--- src/rtl/bct_pkg.sv ---
// Package: field layout shared by the cycle timer and its checker.
// Assumes the packed word is seconds | cycle | offset, from MSB down to LSB.
package bct_pkg;
    localparam int OFS_W  = 12;
    localparam int CNT_W  = 13;
    localparam int SEC_W  = 7;
    localparam int TIME_W = OFS_W + CNT_W + SEC_W;
    localparam int OFS_LO = 0;
    localparam int CNT_LO = OFS_W;
    localparam int SEC_LO = OFS_W + CNT_W;

    typedef struct packed {
        logic [SEC_W-1:0] sec;
        logic [CNT_W-1:0] cnt;
        logic [OFS_W-1:0] ofs;
    } cyc_word_t;
endpackage

--- src/rtl/bct_mod_counter.sv ---
// Module: one field of the timer, a counter modulo MODULUS with carry in/out.
// Assumes MODULUS <= 2**WIDTH. A load takes priority over a carry in.
// A loaded value of MODULUS or more is replaced by zero.
module bct_mod_counter #(
    parameter int WIDTH   = 12,
    parameter int MODULUS = 3072
) (
    input  logic             clk,
    input  logic             rst_n,
    input  logic             inc,
    input  logic             ld,
    input  logic [WIDTH-1:0] ld_val,
    output logic [WIDTH-1:0] val,
    output logic             wrap
);
    localparam logic [WIDTH-1:0] LAST = WIDTH'(MODULUS - 1);

    logic [WIDTH-1:0] val_q;
    logic [WIDTH-1:0] ld_fix;

    // Clamp logic exists only when the modulus leaves unused codes
    generate
        if (MODULUS == (1 << WIDTH)) begin : g_full
            assign ld_fix = ld_val;
        end else begin : g_clamp
            assign ld_fix = (ld_val > LAST) ? '0 : ld_val;
        end
    endgenerate

    // Carry out when this field is advanced from its last value
    assign wrap = inc && !ld && (val_q == LAST);

    // Field register: reset, load, or advance modulo MODULUS
    always_ff @(posedge clk) begin
        if (!rst_n)
            val_q <= '0;
        else if (ld)
            val_q <= ld_fix;
        else if (inc)
            val_q <= (val_q == LAST) ? '0 : val_q + 1'b1;
    end

    assign val = val_q;
endmodule

--- src/rtl/bct_linear.sv ---
// Module: converts the packed fields to a flat tick count (combinational).
// Assumes the result fits in TIME_W bits for the largest legal value.
module bct_linear
    import bct_pkg::*;
#(
    parameter int OFS_MOD = 3072,
    parameter int CNT_MOD = 8000
) (
    input  cyc_word_t          word,
    output logic [TIME_W-1:0]  ticks
);
    localparam logic [TIME_W-1:0] K_CNT = TIME_W'(OFS_MOD);
    localparam logic [TIME_W-1:0] K_SEC = TIME_W'(OFS_MOD * CNT_MOD);

    // Weighted sum of the three fields
    always_comb begin
        ticks = TIME_W'(word.ofs)
              + TIME_W'(word.cnt) * K_CNT
              + TIME_W'(word.sec) * K_SEC;
    end
endmodule

--- src/rtl/bct_event.sv ---
// Module: registered one-cycle event on each half-range seconds boundary.
// Assumes sec_inc is the carry into the seconds field, and sec_wrap is that field's own carry out.
module bct_event
    import bct_pkg::*;
(
    input  logic             clk,
    input  logic             rst_n,
    input  logic             ld,
    input  logic             sec_inc,
    input  logic             sec_wrap,
    input  logic [SEC_W-1:0] sec,
    output logic             evt
);
    localparam logic [SEC_W-1:0] HALF_LAST = SEC_W'((1 << (SEC_W - 1)) - 1);

    logic evt_d;
    logic evt_q;

    // Crossing into the upper half, or wrapping back to zero
    assign evt_d = !ld && (sec_wrap || (sec_inc && sec == HALF_LAST));

    // Event register, so the pulse lines up with the new seconds value
    always_ff @(posedge clk) begin
        if (!rst_n)
            evt_q <= 1'b0;
        else
            evt_q <= evt_d;
    end

    assign evt = evt_q;
endmodule

--- src/rtl/bus_cycle_timer.sv ---
// Module: mixed-radix isochronous cycle timer (offset / cycle / seconds).
// Assumes tick_en marks 24.576 MHz ticks; load_en overrides counting.
module bus_cycle_timer
    import bct_pkg::*;
#(
    parameter int OFS_MOD = 3072,
    parameter int CNT_MOD = 8000
) (
    input  logic              clk,
    input  logic              rst_n,
    input  logic              tick_en,
    input  logic              load_en,
    input  logic [TIME_W-1:0] load_val,
    output logic [TIME_W-1:0] cyc_time,
    output logic [TIME_W-1:0] lin_ticks,
    output logic              sec64_evt
);
    localparam int SEC_MOD = 1 << SEC_W;

    cyc_word_t word;
    logic      ofs_wrap;
    logic      cnt_wrap;
    logic      sec_wrap;

    bct_mod_counter #(.WIDTH(OFS_W), .MODULUS(OFS_MOD)) u_ofs (
        .clk    (clk),
        .rst_n  (rst_n),
        .inc    (tick_en),
        .ld     (load_en),
        .ld_val (load_val[OFS_LO +: OFS_W]),
        .val    (word.ofs),
        .wrap   (ofs_wrap)
    );

    bct_mod_counter #(.WIDTH(CNT_W), .MODULUS(CNT_MOD)) u_cnt (
        .clk    (clk),
        .rst_n  (rst_n),
        .inc    (ofs_wrap),
        .ld     (load_en),
        .ld_val (load_val[CNT_LO +: CNT_W]),
        .val    (word.cnt),
        .wrap   (cnt_wrap)
    );

    bct_mod_counter #(.WIDTH(SEC_W), .MODULUS(SEC_MOD)) u_sec (
        .clk    (clk),
        .rst_n  (rst_n),
        .inc    (cnt_wrap),
        .ld     (load_en),
        .ld_val (load_val[SEC_LO +: SEC_W]),
        .val    (word.sec),
        .wrap   (sec_wrap)
    );

    bct_event u_evt (
        .clk      (clk),
        .rst_n    (rst_n),
        .ld       (load_en),
        .sec_inc  (cnt_wrap),
        .sec_wrap (sec_wrap),
        .sec      (word.sec),
        .evt      (sec64_evt)
    );

    bct_linear #(.OFS_MOD(OFS_MOD), .CNT_MOD(CNT_MOD)) u_lin (
        .word  (word),
        .ticks (lin_ticks)
    );

    assign cyc_time = word;
endmodule

--- config.mk ---
export PLATFORM = sky130hd
export DESIGN_NAME = bus_cycle_timer
export DESIGN_NICKNAME = d
export VERILOG_FILES = /design/src/rtl/bct_pkg.sv /design/src/rtl/bct_mod_counter.sv /design/src/rtl/bct_linear.sv /design/src/rtl/bct_event.sv /design/src/rtl/bus_cycle_timer.sv
export SDC_FILE = /design/constraint.sdc
export NUM_CORES = 1
export LEC_CHECK = 0
export BUFFER_PORTS_ARGS = -buffer_cell sky130_fd_sc_hd__buf_2
export CORE_MARGIN = 1
export CORE_UTILIZATION = 45
export CTS_CLUSTER_SIZE = 10
export DETAILED_ROUTE_END_ITERATION = 6
export PLACE_DENSITY = 0.68
export SLEW_MARGIN = 25
export SYNTH_ARGS = -nofsm -noshare
export SYNTH_HDL_FRONTEND = slang
export SYNTH_SLANG_ARGS = --single-unit
--- constraint.sdc ---
create_clock -name clk -period 5.5 [get_ports clk]
set_input_delay 0.275 -clock clk [delete_from_list [all_inputs] [get_ports clk]]
set_output_delay 0.275 -clock clk [all_outputs]
set_load 0.02 [all_outputs]
==> run summary <==
run status = completed
residual DRC count = 0
HPWL after detailed placement = 9.61 mm
effective utilization at floorplan = 46.5%
leading cell types in the layout, fill and taps excluded = 94 x sky130_fd_sc_hd__buf_2, 60 x sky130_fd_sc_hd__ha_1, 58 x sky130_fd_sc_hd__inv_1
Synth area leaders = sky130_fd_sc_hd__ha_1 16%, sky130_fd_sc_hd__dfxtp_1 14%, sky130_fd_sc_hd__fa_1 9.6%
hold violation count in the final report = 0
CP dominant cell by count = sky130_fd_sc_hd__fa_1
FMAX = 187 MHz
path class of the lowest-slack min-delay path = input pin to flop
Routed WL = 12.1 mm
source-to-sink clock delay at the later pin of the worst-skew pair = 290 ps
layout filler cell count = 1012
root buffer selected by CTS = sky130_fd_sc_hd__clkbuf_8
average footprint of a synthesized cell = 8.09 um^2
crit-path max cell delay = 550 ps
max-capacitance violation count = 0
Synth warnings = 0
element type at the critical path start = flop
met1 capacity usage during global routing = 30.1%
number of setup violations in the final report = 0
net count after synthesis = 715
Syn Std Cell Area = 4800 um^2
pin slew with the least headroom to its limit = 822 ps
gate count after technology mapping = 594
Pwr Density = 206 nW/um^2
synthesis-stage register bit count = 33
CTS clock-pin slew for the worst setup and hold paths = 70 ps
clock tree from TritonCTS = built
Max-Slew Margin vs Limit = 45.0%
count of antenna diodes in the layout = 0
standard cell core area = 10300 um^2
Via Count = 4550
data arrival time of the critical path = 5080 ps
post-synth top area share = 16.1%
die extent in x = 105 um
highest-utilization routing layer at the global route stage = met2
I/O pin count = 101
Clock Skew = 8.94 ps
final slew viol count = 0
Post-DRT Antenna Nets = 0
sequential cell area = 668 um^2
area growth from synthesis to layout = 17.3%
count of cells along the worst hold path = 3
Final Util = 54.6%
first-pass GRT wire length = 19.9 mm
minimum clock period after layout = 5350 ps
post-route clock period utilization = 97.4%
non-filler instance count after layout = 818
maximum fanout along the worst path = 4
critical path endpoint category = primary output
Leakage Power = 2.75 nW
# H-tree levels = 2
post-detailed-route via-to-cell ratio = 5.56
most area-hungry cell type in the Yosys netlist = sky130_fd_sc_hd__ha_1
CP Data Required Time = 5220 ps
crit path buf inv count = 5
nets@finish = 802
r2r startpoint = u_ofs.val[0]$_SDFFE_PN0P_
die outline height = 105 um
Peak supply drop = 0.147 mV
setup repair after global routing missed its margin = true
hold buffer count at CTS = 0
routability congestion estimate from global placement = 0.910
placed cells = 805
number of global-route vias before repair = 4240
area of combinational cells with multiple inputs = 3880 um^2
category of cells accounting for the largest share of critical-path delay = adder cells
main flop type after synthesis = sky130_fd_sc_hd__dfxtp_1
series of cell instances along the critical path = fa_1 > inv_2 > fa_1 > inv_1 > fa_1 > inv_2 > fa_1 > inv_1 > ha_2 > or3_4 > o21bai_4 > a21oi_2 > xnor2_1 > ha_1 > and2_4 > a31oi_4 > o21ai_4 > nor2_4 > nor3_2 > xnor2_1 > buf_4
met2 Resource Use GR = 35.7%
Wirelength per Cell = 14.8 um
clock tree sinks = 33
min-delay src = load_val[8]
number of rows created at floorplan = 37
worst-path cell with the longest stage delay = sky130_fd_sc_hd__fa_1
die outline area = 11100 um^2
iteration count of the initial detailed-routing pass = 5
number of distinct library cell variants in the gate-level netlist after synthesis = 67
register-to-register setup slack = 2530 ps
maximum number of pins on one net before global-route repair = 34
overall power of the completed layout = 1.16 mW
sequential element share of the synthesized area = 13.7%
buffer levels on the longest clock path = 2
violation count after the first detailed-route iteration = 255
commonest non-fill, non-tap cell in the layout = sky130_fd_sc_hd__buf_2
number of buffers added by the clock tree synthesis step = 5
WHS Endpoint = u_ofs.val[8]$_SDFFE_PN0P_
overall routing resource usage = 21.7%
Async S/R FF share, synth = 0%
Worst R2R End = u_sec.val[6]$_SDFFE_PN0P_
number of cells on the worst reg-to-reg path = 9
Crit Path Category = flop to primary output
routing usage on met3 = 3.34%
number of port buffers = 100
Post-synth EDFFs = 0
ratio of cells with drive above 1 in the final layout = 23.6%
initial antenna violation count = 0
Remaining Overflow, GRT = 0
==> cell usage after synthesis, types with 3 or more instances <==
library cell,instances
sky130_fd_sc_hd__nand4_1,6
sky130_fd_sc_hd__a31oi_1,3
sky130_fd_sc_hd__or2_2,3
sky130_fd_sc_hd__ha_1,62
sky130_fd_sc_hd__xnor2_1,38
sky130_fd_sc_hd__o21bai_1,7
sky130_fd_sc_hd__inv_1,60
sky130_fd_sc_hd__nand2b_1,5
sky130_fd_sc_hd__a21oi_1,38
sky130_fd_sc_hd__dfxtp_1,33
sky130_fd_sc_hd__a22oi_1,9
sky130_fd_sc_hd__nand3_1,15
sky130_fd_sc_hd__clkbuf_1,18
sky130_fd_sc_hd__a21boi_0,3
sky130_fd_sc_hd__nor2_1,43
sky130_fd_sc_hd__fa_1,23
sky130_fd_sc_hd__o211ai_1,3
sky130_fd_sc_hd__nor3_1,14
sky130_fd_sc_hd__o211a_1,6
sky130_fd_sc_hd__o21a_1,9
sky130_fd_sc_hd__a221oi_1,7
sky130_fd_sc_hd__xor2_1,17
sky130_fd_sc_hd__nor2b_1,12
sky130_fd_sc_hd__and3_1,14
sky130_fd_sc_hd__a21o_1,7
sky130_fd_sc_hd__buf_4,12
sky130_fd_sc_hd__and2_1,12
sky130_fd_sc_hd__nor3b_1,6
sky130_fd_sc_hd__nand2_1,26
sky130_fd_sc_hd__a32oi_1,3
sky130_fd_sc_hd__o21ai_0,33
sky130_fd_sc_hd__and4_1,3
==> worst register-to-register path: cells and delay by family (launching register included) <==
kind,cells,cell delay [ps]
and+or+nand+nor,6,1800
DFF,1,420
adders and majority gates,1,220
AOI/OAI and AO/OA,2,410
==> how the worst max path moves through the flow <==
| stage | from | end | cells past startpoint | slack, ps |
|---|---|---|---|---|
| final | u_sec.val[4]$_SDFFE_PN0P_ | lin_ticks[31] | 21 | 150 |
| after global routing | u_sec.val[4]$_SDFFE_PN0P_ | lin_ticks[31] | 21 | -110 |
| after detailed placement | u_sec.val[4]$_SDFFE_PN0P_ | lin_ticks[31] | 20 | 70 |
| after global placement | u_sec.val[4]$_SDFFE_PN0P_ | lin_ticks[31] | 21 | 210 |
| after floorplan | u_sec.val[4]$_SDFFE_PN0P_ | lin_ticks[30] | 18 | 150 |
| after CTS | u_sec.val[6]$_SDFFE_PN0P_ | lin_ticks[31] | 21 | 9 |
==> power breakdown <==
group | switching [mW] | internal (mW)
combinational | 0.409 | 0.293
clock | 0.101 | 0.0875
sequential | 0.0201 | 0.252
==> flip-flops by register name, indices dropped and copies added, names as in the netlist <==
name / count
u_evt.evt: 1
u_cnt.val: 13
u_sec.val: 7
u_ofs.val: 12
==> metal layers <==
| layer | part of all wire [%] | up-vias |
|---|---|---|
| li1 | - | 2271 |
| met1 | 47 | 2139 |
| met2 | 47 | 131 |
| met3 | 5.2 | 9 |
| met4 | 0.95 | 0 |
| met5 | 0 | - |
==> kinds of logic after synthesis <==
| family | Yosys count | share of synthesized area [%] |
|---|---|---|
| xor+xnor | 55 | 10.0 |
| simple gates | 172 | 19.2 |
| buf+inv | 91 | 8.07 |
| flops | 33 | 13.7 |
| compound gates | 156 | 22.8 |
| mux | 2 | 0.443 |
| fa+ha+maj | 85 | 25.7 |
==> what timing repair did <==
action	CTS	global route
resized for setup	17	25
pin swaps	10	13
setup endpoints to repair	6	8
setup buffers	4	1
==> through the flow <==
stage	setup TNS [ps]	worst slack, ps	area, um^2	hold slack [ps]
floorplan	0	152	4800	429
global placement	0	206	5360	519
detailed placement	0	66.3	5360	527
CTS	0	9.23	5540	225
global route	-352	-109	5630	237
finish	0	145	5630	233
==> area by class of cell <==
cell class / count / share of cell area, %
Multi-Input combinational cell: 470 / 68.9
Sequential cell: 33 / 11.9
Timing Repair Buffer: 111 / 10.7
Inverter: 60 / 4.00
Tap cell: 136 / 3.02
Clock buffer: 5 / 1.22
Clock inverter: 3 / 0.311
Power figures use the tool's default switching activity.
